`config.mk`:
```
export PLATFORM = sky130hd
export DESIGN_NAME = pw_err_tracker
export DESIGN_NICKNAME = d
export VERILOG_FILES = /design/src/rtl/pw_pkg.sv /design/src/rtl/pw_slot_table.sv /design/src/rtl/pw_fail_fifo.sv /design/src/rtl/pw_err_window.sv /design/src/rtl/pw_err_tracker.sv
export SDC_FILE = /design/constraint.sdc
export NUM_CORES = 1
export LEC_CHECK = 0
export BUFFER_PORTS_ARGS = -buffer_cell sky130_fd_sc_hd__buf_2
export CAP_MARGIN = 20
export CORE_ASPECT_RATIO = 0.6
export CORE_UTILIZATION = 25
export DETAILED_ROUTE_END_ITERATION = 8
export HOLD_SLACK_MARGIN = 0.12
export PLACE_DENSITY = 0.46
export SLEW_MARGIN = 10
export SYNTH_ARGS = -nofsm -noshare
export SYNTH_HDL_FRONTEND = slang
export SYNTH_SLANG_ARGS = --single-unit
export TNS_END_PERCENT = 5
```
`constraint.sdc`:
```
create_clock -name clk -period 5 [get_ports clk]
set_input_delay 0.25 -clock clk [delete_from_list [all_inputs] [get_ports clk]]
set_output_delay 0.25 -clock clk [all_outputs]
set_load 0.005 [all_outputs]
```
`src/rtl/pw_pkg.sv`:
```
package pw_pkg;
    localparam int SRC_W  = 16;
    localparam int OFF_W  = 48;
    localparam int WORD_W = 32;
    localparam int OFF_HI_W = OFF_W - WORD_W;

    typedef struct packed {
        logic [SRC_W-1:0] src;
        logic [OFF_W-1:0] off;
    } pw_entry_t;
endpackage

```
`src/rtl/pw_slot_table.sv`:
```
module pw_slot_table
    import pw_pkg::*;
#(
    parameter int SLOTS = 4,
    localparam int IDX_W = (SLOTS > 1) ? $clog2(SLOTS) : 1
) (
    input  logic             clk,
    input  logic             rst_n,
    input  logic             alloc_en,
    input  logic [SRC_W-1:0] alloc_src,
    input  logic [OFF_W-1:0] alloc_off,
    input  logic             done_valid,
    input  logic [IDX_W-1:0] done_slot,
    input  logic             fail_valid,
    input  logic [IDX_W-1:0] fail_slot,
    input  logic             rel_valid,
    input  logic [IDX_W-1:0] rel_slot,
    input  logic [IDX_W-1:0] rd_slot,
    output logic             has_free,
    output logic [IDX_W-1:0] free_idx,
    output logic             fail_accept,
    output logic [SRC_W-1:0] rd_src,
    output logic [OFF_W-1:0] rd_off
);
    typedef struct packed {
        logic [SLOTS-1:0]            busy;
        logic [SLOTS-1:0]            failed;
        pw_entry_t [SLOTS-1:0]       ent;
    } tbl_t;

    tbl_t st_q, st_d;
    logic done_ok;

    always_comb begin
        has_free = 1'b0;
        free_idx = '0;
        for (int i = SLOTS - 1; i >= 0; i--) begin
            if (!st_q.busy[i]) begin
                has_free = 1'b1;
                free_idx = IDX_W'(i);
            end
        end
    end

    always_comb begin
        st_d        = st_q;
        fail_accept = fail_valid && st_q.busy[fail_slot] && !st_q.failed[fail_slot];
        done_ok     = done_valid && st_q.busy[done_slot] && !st_q.failed[done_slot]
                      && !(fail_accept && (fail_slot == done_slot));
        if (alloc_en && has_free) begin
            st_d.busy[free_idx]    = 1'b1;
            st_d.failed[free_idx]  = 1'b0;
            st_d.ent[free_idx].src = alloc_src;
            st_d.ent[free_idx].off = alloc_off;
        end
        if (done_ok) begin
            st_d.busy[done_slot] = 1'b0;
        end
        if (fail_accept) begin
            st_d.failed[fail_slot] = 1'b1;
        end
        if (rel_valid) begin
            st_d.busy[rel_slot]   = 1'b0;
            st_d.failed[rel_slot] = 1'b0;
        end
        rd_src = st_q.ent[rd_slot].src;
        rd_off = st_q.ent[rd_slot].off;
    end

    always_ff @(posedge clk) begin
        if (!rst_n) begin
            st_q <= '0;
        end else begin
            st_q <= st_d;
        end
    end

    // Only a failed, still pending slot may be released by the report window.
    assert_release_failed_R7: assert property (@(posedge clk) disable iff (!rst_n)
        rel_valid |-> (st_q.busy[rel_slot] && st_q.failed[rel_slot]));

    // A failed slot stays occupied until released.
    assert_failed_held_R5: assert property (@(posedge clk) disable iff (!rst_n)
        (st_q.failed[fail_slot] && fail_valid && !(rel_valid && rel_slot == fail_slot))
        |=> st_q.busy[$past(fail_slot)]);
endmodule

```
`src/rtl/pw_fail_fifo.sv`:
```
module pw_fail_fifo #(
    parameter int DEPTH = 4,
    parameter int IDX_W = 2,
    localparam int PTR_W = (DEPTH > 1) ? $clog2(DEPTH) : 1,
    localparam int CNT_W = $clog2(DEPTH + 1)
) (
    input  logic             clk,
    input  logic             rst_n,
    input  logic             wr_en,
    input  logic [IDX_W-1:0] wr_idx,
    input  logic             rd_en,
    output logic [IDX_W-1:0] head_idx,
    output logic             empty,
    output logic             full
);
    typedef struct packed {
        logic [PTR_W-1:0]            rd_ptr;
        logic [PTR_W-1:0]            wr_ptr;
        logic [CNT_W-1:0]            cnt;
        logic [DEPTH-1:0][IDX_W-1:0] mem;
    } fifo_t;

    fifo_t st_q, st_d;

    function automatic logic [PTR_W-1:0] ptr_inc(input logic [PTR_W-1:0] p);
        if (p == PTR_W'(DEPTH - 1)) begin
            return '0;
        end
        return p + 1'b1;
    endfunction

    always_comb begin
        logic do_wr, do_rd;
        st_d     = st_q;
        empty    = (st_q.cnt == '0);
        full     = (st_q.cnt == CNT_W'(DEPTH));
        head_idx = st_q.mem[st_q.rd_ptr];
        do_wr    = wr_en && !full;
        do_rd    = rd_en && !empty;
        if (do_wr) begin
            st_d.mem[st_q.wr_ptr] = wr_idx;
            st_d.wr_ptr           = ptr_inc(st_q.wr_ptr);
        end
        if (do_rd) begin
            st_d.rd_ptr = ptr_inc(st_q.rd_ptr);
        end
        if (do_wr && !do_rd) begin
            st_d.cnt = st_q.cnt + 1'b1;
        end else if (do_rd && !do_wr) begin
            st_d.cnt = st_q.cnt - 1'b1;
        end
    end

    always_ff @(posedge clk) begin
        if (!rst_n) begin
            st_q <= '0;
        end else begin
            st_q <= st_d;
        end
    end

    // Every slot can fail at most once, so the queue never overflows.
    assert_no_overflow_R8: assert property (@(posedge clk) disable iff (!rst_n)
        !(wr_en && full));

    assert_no_underflow_R8: assert property (@(posedge clk) disable iff (!rst_n)
        !(rd_en && empty));
endmodule

```
`src/rtl/pw_err_window.sv`:
```
module pw_err_window
    import pw_pkg::*;
#(
    parameter int IDX_W = 2
) (
    input  logic              clk,
    input  logic              rst_n,
    input  logic              fifo_empty,
    input  logic [IDX_W-1:0]  head_idx,
    input  logic [SRC_W-1:0]  head_src,
    input  logic [OFF_W-1:0]  head_off,
    input  logic              sw_clr,
    output logic              pop,
    output logic              rel_valid,
    output logic [IDX_W-1:0]  rel_slot,
    output logic              err_flag,
    output logic [WORD_W-1:0] word0,
    output logic [WORD_W-1:0] word1
);
    typedef struct packed {
        logic              err;
        logic [IDX_W-1:0]  shown;
        logic [WORD_W-1:0] w0;
        logic [WORD_W-1:0] w1;
    } win_t;

    win_t st_q, st_d;

    always_comb begin
        st_d      = st_q;
        pop       = !st_q.err && !fifo_empty;
        rel_valid = st_q.err && sw_clr;
        rel_slot  = st_q.shown;
        if (pop) begin
            st_d.err   = 1'b1;
            st_d.shown = head_idx;
            st_d.w0    = {head_src, head_off[OFF_W-1:WORD_W]};
            st_d.w1    = head_off[WORD_W-1:0];
        end else if (rel_valid) begin
            st_d.err = 1'b0;
        end
    end

    always_ff @(posedge clk) begin
        if (!rst_n) begin
            st_q <= '0;
        end else begin
            st_q <= st_d;
        end
    end

    assign err_flag = st_q.err;
    assign word0    = st_q.w0;
    assign word1    = st_q.w1;

    assert_drop_after_clear_R9: assert property (@(posedge clk) disable iff (!rst_n)
        (err_flag && sw_clr) |=> !err_flag);

    assert_words_held_R11: assert property (@(posedge clk) disable iff (!rst_n)
        (err_flag && !sw_clr) |=> (err_flag && $stable(word0) && $stable(word1)));

    assert_show_queued_R5: assert property (@(posedge clk) disable iff (!rst_n)
        (!err_flag && !fifo_empty) |=> err_flag);

    assert_clear_idle_R10: assert property (@(posedge clk) disable iff (!rst_n)
        (!err_flag && fifo_empty) |=> (!err_flag && $stable(word0) && $stable(word1)));
endmodule

```
`src/rtl/pw_err_tracker.sv`:
```
module pw_err_tracker
    import pw_pkg::*;
#(
    parameter int SLOTS = 4,
    localparam int IDX_W = (SLOTS > 1) ? $clog2(SLOTS) : 1
) (
    input  logic              clk,
    input  logic              rst_n,
    input  logic              req_valid,
    input  logic [SRC_W-1:0]  req_src,
    input  logic [OFF_W-1:0]  req_offset,
    input  logic              done_valid,
    input  logic [IDX_W-1:0]  done_slot,
    input  logic              fail_valid,
    input  logic [IDX_W-1:0]  fail_slot,
    input  logic              sw_clr,
    output logic              resp_valid,
    output logic              resp_posted,
    output logic [IDX_W-1:0]  resp_slot,
    output logic              err_flag,
    output logic [WORD_W-1:0] addr_word0,
    output logic [WORD_W-1:0] addr_word1
);
    typedef struct packed {
        logic             valid;
        logic             posted;
        logic [IDX_W-1:0] slot;
    } resp_t;

    resp_t rsp_q, rsp_d;

    logic             has_free, fail_accept;
    logic [IDX_W-1:0] free_idx;
    logic             pop, rel_valid, fifo_empty, fifo_full;
    logic [IDX_W-1:0] rel_slot, head_idx;
    logic [SRC_W-1:0] head_src;
    logic [OFF_W-1:0] head_off;

    pw_slot_table #(.SLOTS(SLOTS)) u_slots (
        .clk        (clk),
        .rst_n      (rst_n),
        .alloc_en   (req_valid),
        .alloc_src  (req_src),
        .alloc_off  (req_offset),
        .done_valid (done_valid),
        .done_slot  (done_slot),
        .fail_valid (fail_valid),
        .fail_slot  (fail_slot),
        .rel_valid  (rel_valid),
        .rel_slot   (rel_slot),
        .rd_slot    (head_idx),
        .has_free   (has_free),
        .free_idx   (free_idx),
        .fail_accept(fail_accept),
        .rd_src     (head_src),
        .rd_off     (head_off)
    );

    pw_fail_fifo #(.DEPTH(SLOTS), .IDX_W(IDX_W)) u_fifo (
        .clk     (clk),
        .rst_n   (rst_n),
        .wr_en   (fail_accept),
        .wr_idx  (fail_slot),
        .rd_en   (pop),
        .head_idx(head_idx),
        .empty   (fifo_empty),
        .full    (fifo_full)
    );

    pw_err_window #(.IDX_W(IDX_W)) u_win (
        .clk       (clk),
        .rst_n     (rst_n),
        .fifo_empty(fifo_empty),
        .head_idx  (head_idx),
        .head_src  (head_src),
        .head_off  (head_off),
        .sw_clr    (sw_clr),
        .pop       (pop),
        .rel_valid (rel_valid),
        .rel_slot  (rel_slot),
        .err_flag  (err_flag),
        .word0     (addr_word0),
        .word1     (addr_word1)
    );

    always_comb begin
        rsp_d        = '0;
        rsp_d.valid  = req_valid;
        rsp_d.posted = req_valid && has_free;
        rsp_d.slot   = has_free ? free_idx : '0;
    end

    always_ff @(posedge clk) begin
        if (!rst_n) begin
            rsp_q <= '0;
        end else begin
            rsp_q <= rsp_d;
        end
    end

    assign resp_valid  = rsp_q.valid;
    assign resp_posted = rsp_q.posted;
    assign resp_slot   = rsp_q.slot;

    assert_pending_when_full_R3: assert property (@(posedge clk) disable iff (!rst_n)
        (req_valid && !has_free) |=> (resp_valid && !resp_posted));

    assert_posted_when_free_R2: assert property (@(posedge clk) disable iff (!rst_n)
        (req_valid && has_free) |=> (resp_valid && resp_posted));

    assert_queue_bounded_R8: assert property (@(posedge clk) disable iff (!rst_n)
        fifo_full |-> !fail_accept);
endmodule

```
Word-level counts from Yosys, hierarchy flattened. Cells that the tools add are included.

Add/sub/neg operators: 4. Magnitude comparators: 12. Eq/ne operators: 4. Mux-type cells: 53. Bitwise gates (word level): 9. Reductions and logical operators: 30.

Operators by type and width (count): 256-bit bitwise mux (2); 264-bit two-way mux (1); 64-bit demux with 2-bit select (2); 64-bit binary-select mux with 2-bit select (1); 64-bit two-way mux (2); 48-bit two-way mux (1); 2-bit by 3-bit less-than comparator with 1-bit output (second input constant) (7); 2-bit two-way mux (10); 1-bit logical AND (18); 1-bit two-way mux (18); 4-bit AND (4); 4-bit NOT (3); 2-bit by 1-bit >= comparator with 1-bit output (second input constant) (5); 1-bit binary-select mux with 2-bit select (4); 8-bit bitwise mux (1); 1-bit demux with 2-bit select (4); 1-bit logical NOT (8); 4-bit two-way mux (2); 8-bit two-way mux (1); 4-bit OR (2); 3-bit two-way mux (2); 2-bit by 1-bit adder with 2-bit output (second input constant) (2); 2-bit binary-select mux with 2-bit select (1); 2-bit demux with 2-bit select (1); 8 further kinds (10).

Bits in registers: 350. Output and inout bits: 69.

Longest topological paths before layout.
Depth in word-level cells: 15. Depth in mapped cells: 10.

By module. From an unflattened synthesis, not the netlist that was laid out.

Cell total of the unflattened synthesis: 1663. Area total of the unflattened synthesis: 15055.7 sq um.

By module, submodules not included: pw_slot_table (times used 1, cells an instance 1267, area each 11536.1 sq um, seq. area each 5285.1 sq um); pw_err_window (times used 1, cells an instance 307, area each 2640.0 sq um, seq. area each 1341.3 sq um); pw_fail_fifo (times used 1, cells an instance 81, area each 773.2 sq um, seq. area each 300.3 sq um); pw_err_tracker (times used 1, cells an instance 8, area each 106.4 sq um, seq. area each 80.1 sq um).

Least setup slack after synthesis. No wires, ideal clock.

Path kind: reg-to-reg. From: register u_slots.st_q[260] in the netlist's numbering. To: register u_fifo.st_q[10] in the netlist's numbering. Arrival time: 2.405 ns. Path slack: 2.525 ns. Cell stages (with the launch flop): 11. Path buffers: 1. Period minus slack after synthesis: 2.475 ns. Cell sequence: dfxtp_1 clkbuf_1 nor2b_1 mux4_2 and3_1 ha_1 inv_1 fa_1 xor2_1 or3_1 a21oi_1.

Cells in the longest elaborated chain, start to end: 8.

RTL lines: from (decl) (line pw_slot_table.sv:31) `tbl_t st_q, st_d;`; from (signal assigned) (line pw_slot_table.sv:74) `st_q <= st_d;`; 1-bit binary-select mux with 2-bit select * (line pw_slot_table.sv:47) `fail_accept = fail_valid && st_q.busy[fail_slot] && !st_q.failed[fail_slot];`; 1-bit two-way mux (not written as such) * (line pw_slot_table.sv:47); 1-bit logical AND * (2 in series) (line pw_slot_table.sv:47); 1-bit logical AND * (line pw_fail_fifo.sv:38) `do_wr = wr_en && !full;`; 1-bit logical NOT (line pw_fail_fifo.sv:49) `end else if (do_rd && !do_wr) begin`; 1-bit logical AND (line pw_fail_fifo.sv:49); 2-bit nonzero test (no line); to (signal assigned) (line pw_fail_fifo.sv:58) `st_q <= st_d;`; to (decl) (line pw_fail_fifo.sv:23) `fifo_t st_q, st_d;`.

Every way passes the cells marked *; elsewhere a longest branch is shown, timed or not. The select of a mux whose other input is x is not followed. A chain may end at the register's enable or synchronous reset.

Worst setup path after layout.
From: register u_fifo.st_q[13] in the netlist's numbering. To: register u_win.st_q, in the netlist u_win.word0[26].

Cells in the longest elaborated chain, start to end: 4.

RTL lines: 2-bit binary-select mux with 2-bit select (line pw_fail_fifo.sv:37) `head_idx = st_q.mem[st_q.rd_ptr];`; 2-bit two-way mux (not written as such) (line pw_fail_fifo.sv:37); 64-bit binary-select mux with 2-bit select (line pw_slot_table.sv:66) `rd_src = st_q.ent[rd_slot].src;`; 64-bit two-way mux (not written as such) (line pw_slot_table.sv:66); to (signal assigned) (line pw_err_window.sv:48) `st_q <= st_d;`; to (decl) (line pw_err_window.sv:27) `win_t st_q, st_d;`.

No other way between the ends. The select of a mux whose other input is x is not followed.

==> results_dict.tcl <==
set metrics [dict create \
    status "complete, no violations" \
    maxSlewHeadroom_pct 25.89 \
    synthDistinctLibCells 39 \
    crit_arrival_ps 3290 \
    critPathMaxFanout 55 \
    post_cts_buffers 0 \
    avgSynthCellArea_um2 8.638 \
    met1_length_um 21880 \
    share_clk_of_total_power_pct 39.6 \
    ys_seq_elements 350 \
    fin_area_mm2 0.01732 \
    drv_slew 0 \
    gp_congestion 0.7445 \
    grt_overflow 0 \
    crit_path_cell_trace "mux4_4, buf_4, mux2i_1, o221ai_2" \
    antenna_found_initial 1 \
    max_stage_delay_ps 1160 \
    vias 11830 \
    rrSetupSlack_ps 2080 \
    p_sw_mw 1.985 \
    post-route-period-util_pct 58.39 \
    syn_nets 1708 \
    rsz0062_at_grt "no" \
    cts_root_buf "clkbuf_16" \
    hold_class "in -> reg" \
    path_buf_inv 1 \
    grt_max_degree 164 \
    worstHoldStart "rst_n" \
    switching_share_pct 29.39 \
    firstDrtPassIters 5 \
    synth.area.top_cells "dfxtp_1 50%, nand2_1 16%, mux2i_1 9.8%, a21oi_1 9.6%, o221ai_2 6.4%" \
    p_comb_share_pct 15.1 \
    highest_layer "met4" \
    synth_cells 1627 \
    ant_nets 0 \
    grt_pass1_wl_um 68880 \
    p_leak_nw 5.815 \
    ios 143 \
    placed_area_mm2 0.01537 \
    grt_use_total_pct 15.50 \
    crit_type "reg -> reg" \
    maxCapViolations 0 \
    synth_area_leader_cell "dfxtp_1" \
    cts_tree "yes" \
    worst_pin_slew_ps 1112 \
    dp_hpwl_um 25760 \
    die_x_um 308.1 \
    critical-path-top-delay-family "multiplexers" \
    via_per_inst 4.641 \
    layout_common_cells "602 x nand2_1, 350 x dfxtp_1, 270 x a21oi_1" \
    critPathLaunchType "flip-flop" \
    layout_min_cycle_time_ps 2919 \
    clkTransAtPathRegs_ps 70 \
    critPathLaunch "u_fifo.st_q[13]$_SDFFE_PN0P_" \
    start_util_pct 25.63 \
    wl_um 45290 \
    clk_latency_ps 530 \
    port_buffers 142 \
    end_kind "flip-flop" \
    clockBufferDepth 3 \
    p_seq_share_pct 45.3 \
    grt_pass1_vias 11380 \
    h-tree-depth 2 \
    timing.rr.start "u_fifo.st_q[13]$_SDFFE_PN0P_" \
    setup_tns_ps 0 \
    synth_top_area_share_pct 49.85 \
    routedWlPerCell_um 17.76 \
    wl_met3_um 2073 \
    final_common_cell "nand2_1" \
    drt_iter0_drc 729 \
    coreArea_mm2 0.05483 \
    syn_area_mm2 0.01405 \
    powerDensity_mw_per_mm2 390.1 \
    seq_area_frac_synth_pct 49.85 \
    vdd.ir_drop.worst_v 0.0002028 \
    numCtsBuffers 35 \
    area_growth_pct 23.21 \
    drc_errors 0 \
    finClkSkew_ps 15.30 \
    clkSinkCount 350 \
    met2WireLength_um 20860 \
    row_count 66 \
    die_h_um 185.7 \
    hold_viol_final 0 \
    setup_viol 0 \
    fin_nets 1856 \
    timing.fmax_ghz 0.3425 \
    cp.required_ps 5370 \
    power.internal_mw 4.769 \
    die-area_mm2 0.05720 \
    crit_slowest_cell "mux4_4" \
    ys_warn_count 0 \
    drive_gt1_share_pct 16.05 \
]
==> power groups by stage <==
stage,clock network (mW),registers [mW],logic [mW]
after CTS,2.74,3.06,1.03
after global routing,2.87,3.08,1.12
after global placement,0,3.12,0.965
after floorplan,0,3.09,0.631
final,2.67,3.06,1.02
after detailed placement,0,3.12,0.980
==> logic make-up after synthesis <==
| kind of cell | count (synthesis) | synth area share, % |
|---|---|---|
| muxes | 141 | 10.31 |
| and+or+nand+nor | 650 | 18.03 |
| buffers and inverters | 129 | 4.060 |
| xor gates and xnor gates | 2 | 0.1247 |
| DFF | 350 | 49.85 |
| AOI/OAI and AO/OA | 348 | 16.95 |
| adders and majority gates | 7 | 0.6766 |
==> sequential cells by signal, indices dropped and copies added (netlist names) <==
| name | flops |
|---|---|
| u_slots.st_q | 264 |
| u_win.word1 | 32 |
| u_win.word0 | 32 |
| u_win.err_flag | 1 |
| u_fifo.st_q | 15 |
| resp_posted | 1 |
| u_win.rel_slot | 2 |
| resp_valid | 1 |
| resp_slot | 2 |
==> metrics by stage <==
stage / setup slack [ps] / utilization, % / total power, mW / std cells / hold WS, ps
3_3_place_gp: 1938 / 28.03 / 4.086 / 2409 / 441.1
4_1_cts: 2050 / 31.48 / 6.835 / 2547 / 159.0
6_report: 2081 / 31.58 / 6.755 / 2550 / 181.6
3_5_place_dp: 1903 / 28.03 / 4.103 / 2409 / 445.6
5_1_grt: 1933 / 31.58 / 7.064 / 2550 / 177.0
2_1_floorplan: 2525 / - / 3.720 / 1627 / 386.0
==> cells in the mapped netlist, drive strengths merged <==
| cell | instances |
|---|---|
| nand2 | 602 |
| dfxtp | 350 |
| a21oi | 271 |
| mux2i | 138 |
| clkbuf | 82 |
| o221ai | 64 |
| buf | 39 |
| nor2 | 12 |
| inv | 7 |
| ha | 6 |
| nand4 | 6 |
| o21ai | 6 |
| nor2b | 5 |
| nand2b | 4 |
| nand3 | 4 |
| mux4 | 3 |
| nand4b | 3 |
| nor3 | 3 |
| o31ai | 3 |
| and3 | 2 |
| or2 | 2 |
| or3 | 2 |
| xor2 | 2 |
| a21bo | 1 |
| a31oi | 1 |
| a41o | 1 |
| and2 | 1 |
| clkinv | 1 |
| fa | 1 |
| nor3b | 1 |
| nor4 | 1 |
| nor4b | 1 |
| o21a | 1 |
| or4 | 1 |
==> layer usage <==
metal,GRT usage [%],up-vias
li1,-,5801
met1,21.34,5748
met2,25.40,245
met3,2.994,40
met4,2.488,0
met5,0,-
==> layout make-up <==
| type | count | area, um^2 |
|---|---|---|
| inverter | 8 | 37.54 |
| fill | 5764 | 37520 |
| timing repair buffer | 232 | 1639 |
| clock inverter | 16 | 156.4 |
| clock buffer | 47 | 982.2 |
| antenna | 1 | 2.502 |
| multi-input combinational | 1148 | 6556 |
| tap | 748 | 935.9 |
| sequential | 350 | 7007 |
==> worst paths after layout <==
check | endpoint | depth (start not counted)
min reg2reg | u_slots.st_q[33]$_SDFFE_PN0P_ | 2
max reg2reg | u_win.word0[26]$_SDFFE_PN0P_ | 4
max | u_win.word0[26]$_SDFFE_PN0P_ | 4
min | u_win.err_flag$_SDFFE_PN0P_ | 3
==> tightest hold or removal path: cells and delay by family <==
family          cells  cell delay (ps)
buf+inv             1              260
compound gates      1               40
simple gates        1              120
==> timing repair <==
action	CTS	global route
endpoints found under the hold margin	268	0
hold buffers	75	0
resized for setup	0	0
Power figures use the tool's default switching activity.
